<file path="src/rtl/alu_flag_pkg.sv">
`timescale 1ns/1ps
package alu_flag_pkg;

  localparam logic [2:0] OP_ADD = 3'd0;
  localparam logic [2:0] OP_SUB = 3'd1;
  localparam logic [2:0] OP_AND = 3'd2;
  localparam logic [2:0] OP_OR  = 3'd3;
  localparam logic [2:0] OP_XOR = 3'd4;

  typedef struct packed {
    logic cf;
    logic of;
    logic sf;
    logic zf;
    logic af;
    logic pf;
  } flags_t;

  function automatic logic op_is_arith(input logic [2:0] op);
    return (op == OP_ADD) || (op == OP_SUB);
  endfunction

  // 1 when the byte has an even number of set bits
  function automatic logic byte_even_ones(input logic [7:0] v);
    return ~^v;
  endfunction

endpackage

</file>
<file path="src/rtl/alu_arith.sv">
`timescale 1ns/1ps
// Adder split into low nibble, middle bits and top bit so that the carries
// into bit 4 and into the MSB are explicit wires.
module alu_arith #(
  parameter int WIDTH = 8
) (
  input  logic [WIDTH-1:0] a,
  input  logic [WIDTH-1:0] b,
  input  logic             sub,
  output logic [WIDTH-1:0] sum,
  output logic             c_nib,
  output logic             c_msb,
  output logic             c_out
);
  localparam int MIDW = WIDTH - 5;

  logic [WIDTH-1:0] b_eff;
  logic [4:0]       lo;
  logic [MIDW:0]    mid;
  logic [1:0]       top;

  always_comb begin
    b_eff = sub ? ~b : b;
    lo    = {1'b0, a[3:0]} + {1'b0, b_eff[3:0]} + {4'b0, sub};
    mid   = {1'b0, a[WIDTH-2:4]} + {1'b0, b_eff[WIDTH-2:4]} + {{MIDW{1'b0}}, lo[4]};
    top   = {1'b0, a[WIDTH-1]} + {1'b0, b_eff[WIDTH-1]} + {1'b0, mid[MIDW]};
    sum   = {top[0], mid[MIDW-1:0], lo[3:0]};
    c_nib = lo[4];
    c_msb = mid[MIDW];
    c_out = top[1];
  end
endmodule

</file>
<file path="src/rtl/alu_logic.sv">
`timescale 1ns/1ps
module alu_logic
  import alu_flag_pkg::*;
#(
  parameter int WIDTH = 8
) (
  input  logic [2:0]       op,
  input  logic [WIDTH-1:0] a,
  input  logic [WIDTH-1:0] b,
  output logic [WIDTH-1:0] res
);
  always_comb begin
    case (op)
      OP_AND:  res = a & b;
      OP_OR:   res = a | b;
      OP_XOR:  res = a ^ b;
      default: res = '0;
    endcase
  end
endmodule

</file>
<file path="src/rtl/alu_flag_gen.sv">
`timescale 1ns/1ps
module alu_flag_gen
  import alu_flag_pkg::*;
#(
  parameter int WIDTH = 8
) (
  input  logic [2:0]       op,
  input  logic [WIDTH-1:0] res,
  input  logic             c_nib,
  input  logic             c_msb,
  input  logic             c_out,
  output flags_t           flg
);
  logic arith, is_sub;

  always_comb begin
    arith   = op_is_arith(op);
    is_sub  = (op == OP_SUB);
    // inverted raw carries on subtract are borrows
    flg.cf  = arith & (c_out ^ is_sub);
    flg.af  = arith & (c_nib ^ is_sub);
    flg.of  = arith & (c_msb ^ c_out);
    flg.sf  = res[WIDTH-1];
    flg.zf  = (res == '0);
    flg.pf  = byte_even_ones(res[7:0]);
  end
endmodule

</file>
<file path="src/rtl/alu_flag_reg.sv">
`timescale 1ns/1ps
module alu_flag_reg
  import alu_flag_pkg::*;
(
  input  logic   clk,
  input  logic   rst_n,
  input  logic   load,
  input  flags_t d,
  output flags_t q
);
  always_ff @(posedge clk or negedge rst_n) begin
    if (!rst_n)    q <= '0;
    else if (load) q <= d;
  end
endmodule

</file>
<file path="src/rtl/flag_alu.sv">
`timescale 1ns/1ps
module flag_alu
  import alu_flag_pkg::*;
#(
  parameter int WIDTH = 8
) (
  input  logic             clk,
  input  logic             rst_n,
  input  logic [2:0]       op_sel,
  input  logic [WIDTH-1:0] opnd_a,
  input  logic [WIDTH-1:0] opnd_b,
  input  logic             upd_en,
  output logic [WIDTH-1:0] result,
  output logic             carry_f,
  output logic             ovf_f,
  output logic             sign_f,
  output logic             zero_f,
  output logic             aux_f,
  output logic             par_f
);
  logic [WIDTH-1:0] arith_sum, logic_res;
  logic             raw_cnib, raw_cmsb, raw_cout;
  flags_t           nxt_flags, cur_flags;

  alu_arith #(.WIDTH(WIDTH)) u_arith (
    .a(opnd_a), .b(opnd_b), .sub(op_sel == OP_SUB),
    .sum(arith_sum), .c_nib(raw_cnib), .c_msb(raw_cmsb), .c_out(raw_cout)
  );

  alu_logic #(.WIDTH(WIDTH)) u_logic (
    .op(op_sel), .a(opnd_a), .b(opnd_b), .res(logic_res)
  );

  assign result = op_is_arith(op_sel) ? arith_sum : logic_res;

  alu_flag_gen #(.WIDTH(WIDTH)) u_fgen (
    .op(op_sel), .res(result), .c_nib(raw_cnib), .c_msb(raw_cmsb),
    .c_out(raw_cout), .flg(nxt_flags)
  );

  alu_flag_reg u_freg (
    .clk(clk), .rst_n(rst_n), .load(upd_en), .d(nxt_flags), .q(cur_flags)
  );

  assign carry_f = cur_flags.cf;
  assign ovf_f   = cur_flags.of;
  assign sign_f  = cur_flags.sf;
  assign zero_f  = cur_flags.zf;
  assign aux_f   = cur_flags.af;
  assign par_f   = cur_flags.pf;
endmodule

</file>
<file path="config.mk">
export PLATFORM = sky130hd
export DESIGN_NAME = flag_alu
export DESIGN_NICKNAME = d
export VERILOG_FILES = /design/src/rtl/alu_flag_pkg.sv /design/src/rtl/alu_arith.sv /design/src/rtl/alu_logic.sv /design/src/rtl/alu_flag_gen.sv /design/src/rtl/alu_flag_reg.sv /design/src/rtl/flag_alu.sv
export SDC_FILE = /design/constraint.sdc
export NUM_CORES = 1
export LEC_CHECK = 0
export BUFFER_PORTS_ARGS = -buffer_cell sky130_fd_sc_hd__buf_2
export CORE_MARGIN = 4
export CORE_UTILIZATION = 30
export DETAILED_ROUTE_END_ITERATION = 8
export GPL_TIMING_DRIVEN = 0
export SYNTH_ARGS = -nofsm -noshare
export SYNTH_HDL_FRONTEND = slang
export SYNTH_SLANG_ARGS = --single-unit
</file>
<file path="constraint.sdc">
create_clock -name clk -period 6.1 [get_ports clk]
set_clock_uncertainty 0.05 [all_clocks]
set_input_delay 1.22 -clock clk [delete_from_list [all_inputs] [get_ports clk]]
set_output_delay 1.22 -clock clk [all_outputs]
set_load 0.05 [all_outputs]
</file>
==> summary.txt <==
Outcome
  • Status: completed

Placement
  • Placed cell area: 0.00152 sq mm
  • Final GP Congestion: 0.788
  • Pre-CTS WS: -0.0207 ns
  • DP HPWL: 2530 um
  • Port buffer count: 35

Synthesis
  • Cell count after synthesis: 157
  • Area leader, netlist: ha_1
  • Register area share after synthesis: 11.7%
  • Post-synth cell types: 38
  • YS warnings: 0
  • Post-Syn Area: 0.00128 sq mm
  • Mean area per synthesized cell: 8.15 sq um
  • Synth async-reset ratio: 100%
  • Post-synth EDFFs: 0
  • Synthesized net count: 208
  • Post-synth top area share: 24.4%
  • #FFs+latches synth: 6
  • Top post-synthesis cells by area: ha_1, dfrtp_1, xnor2_1
  • Synth Flop Type: dfrtp_1

Global route
  • Total GRT Usage: 12.1%
  • Initial antenna violation count: 0
  • First-pass GRT wire length: 5100 um
  • Largest net degree at the start of global routing: 11
  • GR Overflow Total: 0
  • Vias in the first global route: 1112

Run
  • Max Cap Viol: 0

Power
  • Cell Pwr Density: 190 mW/mm^2
  • VDD IR max: 0.0000694 V
  • Leakage: 0.838 nW

Cells and area
  • Number of flip-flops in the largest register: 6
  • Final instance area: 0.00161 sq mm
  • Multi-input logic area: 998 sq um
  • Final #Nets: 254
  • Layout cell share with drive strength beyond 1: 28.4%
  • Synth-to-layout area growth: 26.1%
  • Biggest register: u_freg.q
  • FF/Latch Area: 150 sq um
  • Fillers: 430
  • Top flop regs: u_freg.q (6)
  • Ant diodes: 0

Clock tree
  • Clk buf depth: 2
  • CTS sink cnt: 6
  • CTS tree: yes
  • Clock-pin slew on the worst setup and hold paths: 0.04 ns
  • Hold buffer count at cts: 0
  • Root buffer cell: clkbuf_8
  • Worst skew pair latency: 0.22 ns
  • H-tree depth: 1
  • CTS buffer count: 3

Setup path
  • Critical Path RT: 4.83 ns
  • Capture point of the worst reg-to-reg path: u_freg.q[0]$_DFFE_PN0P_
  • Crit path DAT: 4.64 ns
  • Kind of critical path: in2out
  • FF-to-FF Start: u_freg.q[0]$_DFFE_PN0P_
  • Worst R2R Setup Slack: 5.31 ns
  • Worst-path fanout max: 5
  • CP endpoint kind: primary output
  • Startpoint Class: primary input
  • Cells on worst reg2reg path: 1

STA
  • Setup TNS: 0 ns
  • Slew @ Worst Pin: 0.505 ns
  • Period utilisation layout: 96.8%
  • Crit path time final: 5.91 ns
  • Rel. slew slack: 66.3%
  • Final setup fails: 0
  • Final Slew Violations: 0
  • Worst setup margin: 0.194 ns
  • Max Clock Freq: 0.169 GHz
  • Final Hold Viols: 0

Floorplan
  • Die ar.: 0.00538 sq mm
  • Core area: 0.00406 sq mm
  • Die height: 73.3 um
  • Die width: 73.3 um
  • Row count: 23
  • Initial Util: 31.5%
  • IO Count: 36

Routing
  • DR iter-0 viols: 60
  • Drt first pass iters: 6
  • DRC Markers: 0
  • Drt wl/cell: 12.4 um
  • Final WL: 3120 um
  • Vias/cell: 4.67
  • Vias: 1172
  • DRT antenna net count: 0

Min path
  • Hold endpoint: u_freg.q[0]$_DFFE_PN0P_
  • Hold crit path type: reg2reg
  • Critical hold path startpoint: u_freg.q[0]$_DFFE_PN0P_
  • Hold Crit Depth: 1
## per-layer routing
| layer | vias up | wire length, um | track usage, % |
|---|---|---|---|
| li1 | 621 | - | - |
| met5 | - | 0 | 0 |
| met1 | 526 | 1490 | 17.2 |
| met4 | 0 | 17 | 2.41 |
| met2 | 23 | 1490 | 20.0 |
| met3 | 2 | 117 | 1.23 |
## Yosys cell counts (2+ instances only)
master and number:
o21ai_0 8, dfrtp_1 6, a211oi_1 2, nor2_1 12, o21a_1 2, nand2_1 7
inv_1 26, nand3b_1 2, fa_1 4, nor2b_1 3, mux2i_1 5, ha_1 25
clkbuf_1 2, nand3_1 3, nand2b_1 2, a31oi_1 2, a21oi_1 7, o22a_1 5
buf_2 3, nand4_1 2, xnor2_1 12
## worst max-delay path, cell delays in order
cell and delay [ns]:
buf_2 0.13, nor3b_2 0.19, buf_6 0.14, xnor2_1 0.14
inv_1 0.09, fa_2 0.38, nor2b_1 0.11, o21ai_0 0.11
nor2b_2 0.20, fa_2 0.36, nor2b_1 0.12, o21a_1 0.19
nor2_1 0.07, fa_1 0.51, nor2_1 0.05, a21oi_1 0.11
o22a_1 0.18, inv_1 0.05, buf_4 0.12, buf_4 0.18
## worst max path at each step
stage,from,end,slack (ns)
finish,op_sel[1],result[7],0.19
global route,op_sel[1],result[7],-0.004
CTS,op_sel[1],result[7],0.03
detailed placement,op_sel[1],result[7],-0.02
global placement,op_sel[1],result[7],-0.008
floorplan,op_sel[1],result[6],0.49
## layout by cell type, fill, tap and decap left out, types with 6 or more instances in the layout
cell / n
xnor2_1: 12
inv_1: 26
buf_4: 8
a21oi_1: 7
nor2_1: 12
ha_1: 25
o21ai_0: 8
buf_2: 37
dfrtp_1: 6
nand2_1: 7
## stage by stage
step | power (mW) | hold WS (ns) | instances | util [%]
after floorplan | 0.196 | 0.700 | 157 | -
after global placement | 0.241 | 0.438 | 242 | 37.4
after detailed placement | 0.242 | 0.442 | 242 | 37.4
after CTS | 0.306 | 0.459 | 249 | 39.2
after global routing | 0.331 | 0.462 | 251 | 39.8
final | 0.307 | 0.458 | 251 | 39.8
## repair_timing
item | in CTS | in global routing
endpoints found under the setup margin | 1 | 1
resized for setup | 0 | 5
buffers inserted | 4 | 2
pin swaps | 0 | 2
## cell type report
class,count,share of cell area (%)
Tap cell,50,3.88
Sequential cell,6,9.30
Inverter,26,6.05
Multi-Input combinational cell,118,61.9
Timing Repair Buffer,41,13.8
Clock buffer,3,2.56
Buffer,7,2.56
## power by group
part | switching, mW | internal [mW]
combinational | 0.122 | 0.0743
sequential | 0.00319 | 0.0471
clock | 0.0176 | 0.0425
total | 0.143 | 0.164
## logic make-up after synthesis
family	count (synthesis)	synth area share [%]
muxes	6	4.79
buffers and inverters	33	10.9
and+or+nand+nor	37	15.2
adders and majority gates	29	30.7
xor gates and xnor gates	13	8.90
DFF	6	11.7
AOI/OAI and AO/OA	33	17.9
(Power assumes the default switching activity.)
